### config.mk
export PLATFORM = sky130hd
export DESIGN_NAME = spibuf_core
export DESIGN_NICKNAME = d
export VERILOG_FILES = /design/src/rtl/spibuf_pkg.sv /design/src/rtl/spibuf_fifo.sv /design/src/rtl/spibuf_level.sv /design/src/rtl/spibuf_irq.sv /design/src/rtl/spibuf_core.sv
export SDC_FILE = /design/constraint.sdc
export NUM_CORES = 1
export LEC_CHECK = 0
export BUFFER_PORTS_ARGS = -buffer_cell sky130_fd_sc_hd__buf_2
export CORE_ASPECT_RATIO = 0.5
export CORE_MARGIN = 10
export CORE_UTILIZATION = 35
export CTS_BUF_LIST = sky130_fd_sc_hd__clkbuf_16
export DETAILED_ROUTE_END_ITERATION = 8
export GPL_TIMING_DRIVEN = 0
export PLACE_DENSITY = 0.58
export SLEW_MARGIN = 20
export SYNTH_ARGS = -nofsm -noshare
export SYNTH_HDL_FRONTEND = slang
export SYNTH_SLANG_ARGS = --single-unit
### constraint.sdc
create_clock -name clk -period 2.9 [get_ports clk]
set_input_delay 0.29 -clock clk [delete_from_list [all_inputs] [get_ports clk]]
set_output_delay 0.29 -clock clk [all_outputs]
set_load 0.05 [all_outputs]
### src/rtl/spibuf_pkg.sv
package spibuf_pkg;

   typedef enum logic [1:0] {
      RA_CTRL = 2'd0,
      RA_STAT = 2'd1,
      RA_DATA = 2'd2,
      RA_BUF  = 2'd3
   } reg_addr_e;

   // control register, bit 7 down to bit 0
   typedef struct packed {
      logic rx_ie;
      logic fn_en;
      logic tx_ie;
      logic err_ie;
      logic master;
      logic mf_en;
      logic tx_only;
      logic three_wire;
   } ctrl_t;

   // buffer control register, bit 7 down to bit 0
   typedef struct packed {
      logic       tx_clr;
      logic       rx_clr;
      logic [1:0] tx_code;
      logic       wide;
      logic [2:0] rx_code;
   } bufctl_t;

   localparam int IRQ_RX  = 0;
   localparam int IRQ_TX  = 1;
   localparam int IRQ_ERR = 2;
   localparam int IRQ_N   = 3;

endpackage

### src/rtl/spibuf_fifo.sv
module spibuf_fifo #(
   parameter int W     = 16,
   parameter int DEPTH = 32,
   localparam int PW   = $clog2(DEPTH),
   localparam int CW   = PW + 1
) (
   input  logic          clk,
   input  logic          rst_n,
   input  logic          clr,
   input  logic          push,
   input  logic [W-1:0]  din,
   input  logic          pop,
   output logic [W-1:0]  dout,
   output logic [CW-1:0] count,
   output logic          full,
   output logic          empty
);

   generate
      if (DEPTH < 8 || (DEPTH & (DEPTH - 1)) != 0) begin : g_bad_depth
         $error("spibuf_fifo: DEPTH must be a power of two, at least 8");
      end
      if (W < 1) begin : g_bad_width
         $error("spibuf_fifo: W must be positive");
      end
   endgenerate

   logic [W-1:0]  mem [DEPTH];
   logic [PW-1:0] wptr, rptr;
   logic          do_push, do_pop;

   assign full    = (count == CW'(DEPTH));
   assign empty   = (count == '0);
   assign do_push = push && !full && !clr;
   assign do_pop  = pop && !empty && !clr;
   assign dout    = mem[rptr];

   always_ff @(posedge clk) begin
      if (do_push) mem[wptr] <= din;
   end

   always_ff @(posedge clk or negedge rst_n) begin
      if (!rst_n) begin
         wptr  <= '0;
         rptr  <= '0;
         count <= '0;
      end else if (clr) begin
         wptr  <= '0;
         rptr  <= '0;
         count <= '0;
      end else begin
         if (do_push) wptr <= wptr + PW'(1);
         if (do_pop)  rptr <= rptr + PW'(1);
         case ({do_push, do_pop})
            2'b10:   count <= count + CW'(1);
            2'b01:   count <= count - CW'(1);
            default: count <= count;
         endcase
      end
   end

   AST_NO_OVERFLOW: assert property (@(posedge clk) disable iff (!rst_n)
      count <= CW'(DEPTH));
   AST_FULL_DROP: assert property (@(posedge clk) disable iff (!rst_n)
      (full && push && !pop && !clr) |=> (full && dout == $past(dout)));
   AST_CLR_EMPTIES: assert property (@(posedge clk) disable iff (!rst_n)
      clr |=> empty);

endmodule

### src/rtl/spibuf_level.sv
module spibuf_level #(
   parameter int DEPTH = 32,
   parameter int CW    = 6
) (
   input  logic [CW-1:0] tx_count,
   input  logic [CW-1:0] rx_count,
   input  logic [1:0]    tx_code,
   input  logic [2:0]    rx_code,
   output logic          tx_low,
   output logic          rx_high
);

   localparam int TX_STEP = DEPTH / 4;
   localparam int RX_STEP = DEPTH / 8;

   generate
      if (RX_STEP < 1 || (1 << (CW - 1)) < DEPTH) begin : g_bad_level
         $error("spibuf_level: DEPTH and CW are inconsistent");
      end
   endgenerate

   logic [CW-1:0] tx_thr, rx_thr;

   always_comb begin
      tx_thr = CW'(tx_code) * CW'(TX_STEP);
      if (rx_code == 3'd0) rx_thr = CW'(1);
      else                 rx_thr = CW'(rx_code) * CW'(RX_STEP);
      tx_low  = (tx_count <= tx_thr);
      rx_high = (rx_count >= rx_thr);
   end

endmodule

### src/rtl/spibuf_irq.sv
module spibuf_irq #(
   parameter int N = 3
) (
   input  logic         clk,
   input  logic         rst_n,
   input  logic [N-1:0] cond,
   input  logic [N-1:0] en,
   output logic [N-1:0] irq
);

   generate
      if (N < 1) begin : g_bad_n
         $error("spibuf_irq: N must be positive");
      end
      for (genvar i = 0; i < N; i++) begin : g_line
         assign irq[i] = cond[i] & en[i];
         AST_IRQ_GATED: assert property (@(posedge clk) disable iff (!rst_n)
            !en[i] |-> !irq[i]);
      end
   endgenerate

endmodule

### src/rtl/spibuf_core.sv
module spibuf_core
   import spibuf_pkg::*;
#(
   parameter int DATA_W = 16,
   parameter int DEPTH  = 32,
   parameter int ADDR_W = 2,
   localparam int CW    = $clog2(DEPTH) + 1
) (
   input  logic              clk,
   input  logic              rst_n,
   input  logic [ADDR_W-1:0] bus_addr,
   input  logic              bus_wr,
   input  logic              bus_rd,
   input  logic [DATA_W-1:0] bus_wdata,
   output logic [DATA_W-1:0] bus_rdata,
   output logic              eng_tx_valid,
   output logic [DATA_W-1:0] eng_tx_data,
   input  logic              eng_tx_pop,
   input  logic              eng_rx_valid,
   input  logic [DATA_W-1:0] eng_rx_data,
   input  logic              eng_perr,
   input  logic              eng_modf,
   input  logic              eng_busy,
   output logic              irq_rx,
   output logic              irq_tx,
   output logic              irq_err,
   output logic              irq_any
);

   generate
      if (DATA_W < 8) begin : g_bad_dw
         $error("spibuf_core: DATA_W must be at least 8");
      end
      if (ADDR_W < 2) begin : g_bad_aw
         $error("spibuf_core: ADDR_W must be at least 2");
      end
   endgenerate

   ctrl_t   ctl;
   bufctl_t bctl;
   logic    ovr, perr, modf;

   logic sel_ctrl, sel_stat, sel_data, sel_buf;
   logic wr_ctrl, wr_stat, wr_data, wr_buf, rd_data;

   assign sel_ctrl = (bus_addr == ADDR_W'(RA_CTRL));
   assign sel_stat = (bus_addr == ADDR_W'(RA_STAT));
   assign sel_data = (bus_addr == ADDR_W'(RA_DATA));
   assign sel_buf  = (bus_addr == ADDR_W'(RA_BUF));
   assign wr_ctrl  = bus_wr && sel_ctrl;
   assign wr_stat  = bus_wr && sel_stat;
   assign wr_data  = bus_wr && sel_data;
   assign wr_buf   = bus_wr && sel_buf;
   assign rd_data  = bus_rd && sel_data;

   // transmit path
   logic [DATA_W-1:0] tx_din, tx_dout;
   logic [CW-1:0]     tx_count;
   logic              tx_full, tx_empty, tx_pop;

   assign tx_din       = bctl.wide ? bus_wdata : {{(DATA_W-8){1'b0}}, bus_wdata[7:0]};
   assign eng_tx_valid = ctl.fn_en && !tx_empty && !bctl.tx_clr;
   assign eng_tx_data  = tx_dout;
   assign tx_pop       = eng_tx_pop && eng_tx_valid;

   spibuf_fifo #(.W(DATA_W), .DEPTH(DEPTH)) u_txq (
      .clk   (clk),
      .rst_n (rst_n),
      .clr   (bctl.tx_clr),
      .push  (wr_data),
      .din   (tx_din),
      .pop   (tx_pop),
      .dout  (tx_dout),
      .count (tx_count),
      .full  (tx_full),
      .empty (tx_empty)
   );

   // receive path
   logic [DATA_W-1:0] rx_dout;
   logic [CW-1:0]     rx_count;
   logic              rx_full, rx_empty, rx_accept, rx_push, ovr_set;

   assign rx_accept = eng_rx_valid && ctl.fn_en && !ctl.tx_only && !bctl.rx_clr;
   assign rx_push   = rx_accept && !rx_full;
   assign ovr_set   = rx_accept && rx_full;

   spibuf_fifo #(.W(DATA_W), .DEPTH(DEPTH)) u_rxq (
      .clk   (clk),
      .rst_n (rst_n),
      .clr   (bctl.rx_clr),
      .push  (rx_push),
      .din   (eng_rx_data),
      .pop   (rd_data),
      .dout  (rx_dout),
      .count (rx_count),
      .full  (rx_full),
      .empty (rx_empty)
   );

   // thresholds
   logic tx_low, rx_high_raw, rx_high, tx_end;

   spibuf_level #(.DEPTH(DEPTH), .CW(CW)) u_level (
      .tx_count (tx_count),
      .rx_count (rx_count),
      .tx_code  (bctl.tx_code),
      .rx_code  (bctl.rx_code),
      .tx_low   (tx_low),
      .rx_high  (rx_high_raw)
   );

   assign rx_high = rx_high_raw && !ctl.tx_only;
   assign tx_end  = tx_empty && !eng_busy;

   // registers
   always_ff @(posedge clk or negedge rst_n) begin
      if (!rst_n) begin
         ctl  <= '0;
         bctl <= '0;
      end else begin
         if (wr_ctrl) ctl  <= ctrl_t'(bus_wdata[7:0]);
         if (wr_buf)  bctl <= bufctl_t'(bus_wdata[7:0]);
      end
   end

   // error flags: set by events, cleared by writing 0, writing 1 keeps them
   always_ff @(posedge clk or negedge rst_n) begin
      if (!rst_n) begin
         ovr  <= 1'b0;
         perr <= 1'b0;
         modf <= 1'b0;
      end else begin
         if (ovr_set)                        ovr  <= 1'b1;
         else if (wr_stat && !bus_wdata[0])  ovr  <= 1'b0;
         if (eng_perr)                       perr <= 1'b1;
         else if (wr_stat && !bus_wdata[3])  perr <= 1'b0;
         if (eng_modf)                       modf <= 1'b1;
         else if (wr_stat && !bus_wdata[2])  modf <= 1'b0;
      end
   end

   logic [7:0] status;
   assign status = {rx_high, tx_end, tx_low, 1'b0, perr, modf, eng_busy, ovr};

   // read mux
   logic [DATA_W-1:0] rx_word;
   always_comb begin
      if (rx_empty)       rx_word = '0;
      else if (bctl.wide) rx_word = rx_dout;
      else                rx_word = {{(DATA_W-8){1'b0}}, rx_dout[7:0]};
      unique case (1'b1)
         sel_ctrl: bus_rdata = {{(DATA_W-8){1'b0}}, ctl};
         sel_stat: bus_rdata = {{(DATA_W-8){1'b0}}, status};
         sel_data: bus_rdata = rx_word;
         sel_buf:  bus_rdata = {{(DATA_W-8){1'b0}}, bctl};
         default:  bus_rdata = '0;
      endcase
   end

   // interrupts
   logic [IRQ_N-1:0] irq_cond, irq_en, irq_vec;
   assign irq_cond[IRQ_RX]  = rx_high;
   assign irq_cond[IRQ_TX]  = tx_low;
   assign irq_cond[IRQ_ERR] = ovr | perr | modf;
   assign irq_en[IRQ_RX]    = ctl.rx_ie;
   assign irq_en[IRQ_TX]    = ctl.tx_ie;
   assign irq_en[IRQ_ERR]   = ctl.err_ie;

   spibuf_irq #(.N(IRQ_N)) u_irq (
      .clk   (clk),
      .rst_n (rst_n),
      .cond  (irq_cond),
      .en    (irq_en),
      .irq   (irq_vec)
   );

   assign irq_rx  = irq_vec[IRQ_RX];
   assign irq_tx  = irq_vec[IRQ_TX];
   assign irq_err = irq_vec[IRQ_ERR];
   assign irq_any = irq_rx | irq_tx;

   AST_OVR_STICKY: assert property (@(posedge clk) disable iff (!rst_n)
      (ovr && !(wr_stat && !bus_wdata[0])) |=> ovr);
   AST_PERR_STICKY: assert property (@(posedge clk) disable iff (!rst_n)
      (perr && !(wr_stat && !bus_wdata[3])) |=> perr);
   AST_TXONLY_NO_STORE: assert property (@(posedge clk) disable iff (!rst_n)
      (ctl.tx_only && !wr_ctrl) |=> (rx_count <= $past(rx_count)));
   AST_TEND_NO_OFFER: assert property (@(posedge clk) disable iff (!rst_n)
      tx_end |-> !eng_tx_valid);
   AST_POP_ONLY_VALID: assert property (@(posedge clk) disable iff (!rst_n)
      eng_tx_pop |-> eng_tx_valid);

endmodule

Yosys cells after proc, flatten, opt, wreduce, memory -nomap -nowiden. Memory sizes are Yosys's and may differ from the RTL's. Index checks and enable logic that the tools add are counted.

Memories: 2. Bits in registers: 51. Memory bits (read-only): 0. Latch bits: 0. Memory bits (writable): 1024.

Memories: u_rxq.mem (words 32, bits a word 16, read ports 1, clocked after Yosys merged registers in 0, wr ports 1, line spibuf_fifo.sv:28) `logic [W-1:0] mem [DEPTH];`; u_txq.mem (words 32, bits a word 16, read ports 1, clocked after Yosys merged registers in 0, wr ports 1, line spibuf_fifo.sv:28).

Reduce and logical (&&, ||, !) cells: 50. Bitwise operators: 6. $add $sub $neg: 8. Div/mod/pow operators: 0. $mul: 0. Muxes and demuxes: 27. Shifts and indexed selects: 0. Eq/ne operators: 9. Order comparisons: 2.

Operators with widths (count): 16-bit case mux with 4 select lines (1); 16-bit 2-to-1 mux (3); 5-bit 2-to-1 mux (9); 1-bit logical AND (26); 6-bit case mux with 2 select lines (2); 5-bit by 1-bit adder with 5-bit output, second input constant (4); 2-bit nonzero test (7); 6-bit by 1-bit adder with 6-bit output, second input constant (2); 6-bit == test, second input constant (2); 6-bit logical NOT (2); 6-bit 2-to-1 mux (2); 6-bit by 1-bit subtractor with 6-bit output, second input constant (2); 1-bit logical NOT (11); 1-bit 2-to-1 mux (10); 2-bit == test, second input constant (4); 2-bit by 1-bit == test with 1-bit output, second input constant (3); 6-bit by 5-bit greater-or-equal comparator with 1-bit output (1); 6-bit by 5-bit <= comparator with 1-bit output (1); 3-bit nonzero test (2); 1-bit bitwise AND (3); 3-bit logical NOT (1); 1-bit bitwise OR (3); 2-bit logical NOT (1).

Longest topological paths before layout. Gate-level depths: netlist of the first run.

Depth after elaboration: 10. Mapped depth: 11. Gate-level depth less buffers: 9.

Hierarchy. A second synthesis of the first run with hierarchy kept.

Cells, all modules: 2287. Area total of the unflattened synthesis: 43195.2 um2.

Modules (own cells, without submodules): spibuf_fifo (times used 2, area an instance 20940.1 um2, cells an instance 1079); spibuf_core (times used 1, area an instance 1129.8 um2, cells an instance 104); spibuf_level (times used 1, area an instance 166.4 um2, cells an instance 22); spibuf_irq (times used 1, area an instance 18.8 um2, cells an instance 3).

Least setup slack after synthesis of the first run. OpenSTA, ideal clock, no wires.

Path kind: reg-to-reg. Start: reg u_rxq.count[0]. End: reg u_rxq.count[5]. Cell stages (with the launch flop): 10. Arrival time: 2.920 ns. Required time: 2.775 ns. Setup time: 0.125 ns. Slack: -0.145 ns. Path buffers: 0. Clock period less this slack: 3.045 ns. Cells stage by stage: dfrtp_1 -> nor4_2 -> a31oi_1 -> nor3_1 -> ha_1 -> a211oi_1 -> o21bai_1 -> a21oi_1 -> mux2i_1 -> mux2_2.

Longest elaborated chain between the ends: 8. Elaborated cells between the ends (all ways): 16. Classes of those cells: add/sub: 2; eq/ne: 3; mux: 2; reduce/logical: 9.

RTL lines: start: declaration (line spibuf_fifo.sv:14) `output logic [CW-1:0] count,`; start signal: assignment (line spibuf_fifo.sv:55) `2'b10: count <= count + CW'(1);`; start signal: assignment (line spibuf_fifo.sv:56) `2'b01: count <= count - CW'(1);`; start signal: assignment (line spibuf_fifo.sv:57) `default: count <= count;`; 6-bit == test (line spibuf_fifo.sv:32) `assign full = (count == CW'(DEPTH));`; 1-bit logical NOT (line spibuf_fifo.sv:34, spibuf_core.sv:85); 1-bit logical AND (line spibuf_core.sv:85) `assign rx_push = rx_accept && !rx_full;`; 1-bit logical AND (2 in series) (line spibuf_fifo.sv:34) `assign do_push = push && !full && !clr;`; 2-bit by 1-bit == test with 1-bit output / 2-bit == test (equally long branches) (line spibuf_fifo.sv:54) `case ({do_push, do_pop})`; 6-bit case mux with 2 select lines (line spibuf_fifo.sv:54); 6-bit 2-to-1 mux (line spibuf_fifo.sv:47) `end else if (clr) begin`.

Parallel ways exist; a longest one is shown, timed or not. A chain may end at the register's enable or synchronous reset.

Worst setup path in the final report of the first run.
Start: reg u_rxq.rptr[0]. End: out bus_rdata[5].

Longest elaborated chain between the ends: 4.

RTL lines: start: declaration (line spibuf_fifo.sv:29) `logic [PW-1:0] wptr, rptr;`; start signal: assignment (line spibuf_fifo.sv:53) `if (do_pop) rptr <= rptr + PW'(1);`; memory 32 x 16 bit; 16-bit 2-to-1 mux (line spibuf_core.sv:150) `else if (bctl.wide) rx_word = rx_dout;`; 16-bit 2-to-1 mux (line spibuf_core.sv:149) `if (rx_empty) rx_word = '0;`; 16-bit case mux with 4 select lines (line spibuf_core.sv:152) `unique case (1'b1)`; end: declaration (line spibuf_core.sv:15) `output logic [DATA_W-1:0] bus_rdata,`.

Every way passes these cells.

==> impl_metrics.csv, run 1 <==
group,metric,value,unit
power_and_ir_drop,power_frac_clock,38.9,%
yosys,yosys.area.top_type_share,72.4,%
power_and_ir_drop,p_int,26400,µW
drt,ant_nets,0,
yosys,ys_types,53,
critical_path,reg2reg_slack,-0.09,ns
critical_path,cp-start-kind,"flop",
die,die-area,0.137,mm²
sta,fin_crit,3.52,ns
yosys,avgSynthCellArea,20.4,µm²
global_route,grt_pass1_wl,157000,µm
sta,drv_slew,0,
run_status,failed_checks,"setup timing",
clock_network,clock_tree.root_cell,"clkbuf_16",
drt,routed_wl,108000,µm
yosys,synthFlopType,"edfxtp_1",
sta,fin_tns_setup,-13.88,ns
sta,tightest_slew,1.02,ns
final_layout,post-route-util,43.8,%
drt,via_per_inst,5.32,
run_status,status,"complete, but fails checks",
yosys,yosys_warnings,0,
yosys,yosys-top-cells-area,"edfxtp_1, mux4_2, mux2i_1, dfrtp_1, o221ai_1",
drt,drtIter0Drc,1923,
yosys,netlist_instances,2087,
drt,post_drt_wl_per_cell,26.5,µm
yosys,async_reset_ff_share,4.74,%
power_and_ir_drop,p_sw_share,23.0,%
critical_path,critPathArrivalTime,3.23,ns
die,die_w,513,µm
critical_path,critPathKind,"reg2out",
place,pre_cts_ws,-1.04,ns
clock_network,cts_buffer_depth,3,
die,start_util,35.3,%
power_and_ir_drop,vdd_ir_drop_max,0.433,mV
global_route,grt_start_max_net_pins,52,
final_layout,drive_gt1_share,37.4,%
sta,holdWs,0.0809,ns
yosys,ys_ff_latch,1075,
clock_network,cts_max_level,3,
yosys,synth_common_cells,"edfxtp_1, mux4_2, mux2i_1",
yosys,synthesis.nets,2156,
sta,setup_viol,35,
power_and_ir_drop,leakage,0.0164,µW
global_route,grt_util_all_layers,15.5,%
global_route,overflow,0,
sta,timing_hold_violations_final,0,
critical_path,path_common_cell,"buf_12",
critical_path,setup.worst_path.end_class,"output pin",
critical_path,crit_path_cell_trace,"buf_6, buf_12, buf_12, buf_12, buf_12, mux4_2, a22oi_2, a21oi_1, a21oi_2, o221ai_4, buf_6",
clock_network,path_clk_slew,0.07,ns
place,gp_congestion,0.878,
power_and_ir_drop,p_seq_share,50.4,%
clock_network,cts_sinks,1075,
global_route,antenna_found_initial,4,
clock_network,insertion_delay,0.70,ns
drt,dr_total_vias,21713,
yosys,yosysMostFrequentCell,"edfxtp_1",
die,coreArea,0.120,mm²
sta,fin_crit_sh,121,%
drt,drc,0,
sta,setup_slack,-0.619,ns
power_and_ir_drop,p_switching,7890,µW
place,hpwl,67400,µm
yosys,yosys.area.top_type,"edfxtp_1",
run,maxCapViolations,0,
critical_path,slowest_delay,0.50,ns
sta,grt_setup_unrepaired,"true",
sta,clock_skew,0.0339,ns
final_layout,area_growth,24.2,%
yosys,synth_area,0.0425,mm²
critical_path,worstPathMaxFanout,6,
yosys,synth_edf_count,1024,
critical_path,worstPathRequired,2.61,ns
die,io_pins,80,
place,portBuffers,77,
power_and_ir_drop,powerDensity,650,mW/mm²
global_route,grt_pass1_vias,22309,
critical_path,slowest_stage,"mux4_2",
drt,first_pass_iters,5,
sta,slew_headroom,32.0,%
die,row_count,90,
final_layout,antenna_cells,0,
clock_network,cts_tree,"built",
power_and_ir_drop,comb_power_share,10.7,%
yosys,ys_seq_area_share,75.4,%
worst_hold_path,hp-class,"in2reg",
clock_network,numCtsBuffers,98,
final_layout,layout.nets,2459,
sta,clock.fmax,284,MHz
die,chipHeight,266,µm
power groups by stage:
stage	clock (µW)	combinational [µW]	sequential [µW]
floorplan	0	1830	17600
global placement	0	2730	17600
detailed placement	0	2800	17600
CTS	13600	3480	17300
global route	14200	3890	17300
finish	13300	3670	17300
timing repair:
item,CTS,global route
setup buffers,65,22
hold buffers,4,0
pin swaps,75,47
setup endpoints to repair,1043,634
cloned,3,7
hold endpoints to repair,56,0
gates resized for setup,452,111
logic make-up after synthesis:
logic type	after synthesis	synth area share (%)
AOI/OAI and AO/OA	225	4.01
xor gates and xnor gates	24	0.513
adders and majority gates	26	0.801
buffers and inverters	135	1.39
DFF	1075	75.4
muxes	382	15.4
and+or+nand+nor	220	2.49
path summary, 6_finish.rpt:
path / start / end / depth (start not counted)
setup / recovery: u_rxq.rptr[0] / bus_rdata[5] / 11
hold / removal: eng_rx_valid / ovr / 3
setup reg to reg: u_rxq.count[1] / u_rxq.count[5] / 14
hold reg to reg: ctl[2] / ctl[2] / 1
max in group asynchronous: rst_n / u_rxq.count[2] / 2
min in group asynchronous: rst_n / perr / 2
flip-flops by register name (all words and copies together), names as in the netlist:
name         flops
u_txq.wptr       5
perr             1
u_rxq.mem      512
u_txq.count      6
ctl              8
u_txq.rptr       5
modf             1
bctl             8
u_rxq.count      6
ovr              1
u_txq.mem      512
u_rxq.wptr       5
u_rxq.rptr       5
through the flow:
step                      cells  cell area [µm²]  power, µW
final                      4083            52700      34300
after global routing       4083            52700      35400
after CTS                  4056            51800      34300
after detailed placement   3804            45700      20400
after global placement     3774            44900      20300
after floorplan            2087            42500      19400
worst max-delay path: cells and delay by family, from the launching register on:
family	cells	cell delay, ns
flops	1	0.40
buf+inv	6	0.89
mux	1	0.50
compound gates	4	0.73
placed cells by master, fill, tap and decap left out, types with 17 or more instances in the layout:
master / n
clkbuf_16: 106
buf_2: 46
dfrtp_1: 43
inv_1: 36
o221ai_2: 29
buf_12: 60
nor2_4: 62
mux2_2: 18
ha_1: 21
o221ai_4: 22
clkinv_1: 26
nor2_1: 44
nand2_1: 17
clkbuf_1: 24
edfxtp_1: 1024
mux4_2: 214
clkbuf_2: 17
o221ai_1: 20
buf_4: 54
buf_6: 73
mux2i_1: 122
layer usage:
metal	track usage, %	wire, µm	vias up
li1	-	-	9308
met4	4.27	3010	4
met3	2.58	5600	160
met5	0	27	-
met2	26.4	54100	663
met1	20.6	45600	11578
cell type report:
cell class | instances | area [µm²]
fill | 10160 | 67700
sequential | 1075 | 32000
multi-input combinational | 877 | 11800
clock buffer | 99 | 2480
timing repair buffer | 207 | 2460
tap | 1610 | 2010
buffer | 110 | 1040
clock inverter | 84 | 810
inverter | 21 | 80.1
No activity file was read; power rests on OpenSTA's default activity.
==> run 2, diff against run 1 <==
Settings changed: PLACE_DENSITY 0.58 to not set, PLACE_DENSITY_LB_ADDON set to 0.12.
==> impl_metrics.csv, run 2 (synthesis results as in run 1) <==
group,metric,value,unit
sta,clock_skew,0.0231,ns
critical_path,reg2reg_slack,0.06,ns
clock_network,cts_buffer_depth,3,
place,portBuffers,77,
drt,ant_nets,0,
global_route,grt_pass1_wl,166000,µm
clock_network,cts_tree,"built",
die,io_pins,80,
sta,fin_crit,3.48,ns
run,maxCapViolations,0,
place,gp_congestion,0.868,
clock_network,cts_max_level,3,
die,chipHeight,266,µm
die,die_w,513,µm
die,coreArea,0.120,mm²
die,row_count,90,
global_route,grt_start_max_net_pins,52,
power_and_ir_drop,powerDensity,652,mW/mm²
sta,setup_slack,-0.576,ns
clock_network,numCtsBuffers,100,
sta,grt_setup_unrepaired,"true",
critical_path,cp-start-kind,"flop",
critical_path,worstPathMaxFanout,8,
sta,timing_hold_violations_final,0,
clock_network,clock_tree.root_cell,"clkbuf_16",
die,die-area,0.137,mm²
final_layout,final_cell_count_no_fill,4105,
drt,via_per_inst,5.24,
drt,drtIter0Drc,1741,
global_route,overflow,0,
clock_network,insertion_delay,0.70,ns
critical_path,setup.worst_path.end_class,"output pin",
final_layout,post-route-util,44.1,%
final_layout,mostFrequentLayoutCell,"edfxtp_1",
drt,first_pass_iters,5,
critical_path,worstPathRequired,2.61,ns
final_layout,drive_gt1_share,38.1,%
place,dp_cells,3822,
final_layout,area_growth,25.1,%
sta,fin_tns_setup,-13.43,ns
sta,clock.fmax,288,MHz
final_layout,top_regs,"u_rxq.mem x512, u_txq.mem x512",
final_layout,layout.nets,2483,
critical_path,critPathKind,"reg2out",
power_and_ir_drop,leakage,0.0166,µW
clock_network,cts_sinks,1075,
run_status,failed_checks,"setup timing",
sta,setup_viol,34,
sta,tightest_slew,1.10,ns
global_route,grt_pass1_vias,22459,
worst_hold_path,hp-class,"in2reg",
die,start_util,35.3,%
critical_path,critPathArrivalTime,3.19,ns
place,hpwl,72600,µm
global_route,grt_util_all_layers,16.7,%
drt,post_drt_wl_per_cell,28.1,µm
global_route,antenna_found_initial,2,
sta,fin_crit_sh,120,%
clock_network,path_clk_slew,0.06,ns
final_layout,mostFrequentLayoutCells,"edfxtp_1, mux4_2, mux2i_1, clkbuf_16, buf_6",
drt,dr_total_vias,21529,
sta,drv_slew,0,
power_and_ir_drop,power,34700,µW
drt,drc,0,
drt,routed_wl,116000,µm
power_and_ir_drop,vdd_ir_drop_max,0.374,mV
run_status,status,"complete, but fails checks",
sta,slew_headroom,26.9,%
==> run 2: cell count changes in the layout (fill, tap and decap cells not counted), sizes merged <==
cell	delta
clkdlybuf4s15	-1
inv	+4
clkinvlp	-2
dlygate4sd3	+1
buf	+25
clkinv	-9
diode	+1
clkbuf	+5
bufbuf	-2
==> run 2: layer usage <==
metal	up-vias	GRT usage, %	share of wire (%)
li1	9339	-	-
met1	11590	23.1	45
met2	442	27.6	48
met3	154	2.38	3.9
met4	4	4.60	2.7
met5	-	0	0.021
==> run 2: cell type report <==
cell class | count | area [µm²]
Timing Repair Buffer | 232 | 2830
Multi-Input combinational cell | 877 | 11800
Sequential cell | 1075 | 32000
Clock buffer | 105 | 2630
Fill cell | 10361 | 67300
Tap cell | 1610 | 2010
Inverter | 21 | 80.1
Buffer | 107 | 1040
Antenna cell | 1 | 2.50
Clock inverter | 77 | 716
==> run 2: timing repair <==
item / CTS / global route
endpoints found under the setup margin: 1056 / 354
pin swaps: 75 / 47
cloned: 4 / 5
endpoints found under the hold margin: 57 / 0
gates resized for setup: 487 / 95
hold buffers: 5 / 0
setup buffers: 64 / 31
==> run 2: path summary, 6_finish.rpt <==
path / start / endpoint / cells past startpoint
min in group asynchronous: rst_n / ctl[1] / 2
worst min-delay path: bus_wr / ovr / 4
worst max-delay path: u_rxq.rptr[0] / bus_rdata[1] / 8
worst max register to register: u_rxq.count[2] / u_rxq.count[5] / 11
worst min register to register: ctl[3] / ctl[3] / 1
max in group asynchronous: rst_n / u_txq.count[1] / 2
==> run 2: per-stage QoR <==
stage               hold slack (ns)  cell area, µm²  setup WS, ns
finish                       0.0585           53200        -0.576
global route                 0.0255           53200        -0.662
CTS                         0.00389           52400        -0.677
detailed placement            0.415           46000         -1.22
global placement              0.486           44900         -1.52
floorplan                  -0.00559           42500       0.00875
==> run 2: power by group <==
| part | internal [µW] | switching [µW] | leakage, µW |
|---|---|---|---|
| Clock | 7840 | 5790 | 0.00173 |
| Sequential | 17200 | 105 | 0.00989 |
| Combinational | 1690 | 2050 | 0.00500 |
| Total | 26700 | 7940 | 0.0166 |
==> run 2: critical path, cell delays in order, from the launching register on <==
cell      delay (ns)
dfrtp_2         0.37
buf_12          0.16
buf_16          0.15
mux4_2          0.53
a22o_4          0.29
a211oi_4        0.31
a21oi_4         0.09
a221o_1         0.39
buf_6           0.18
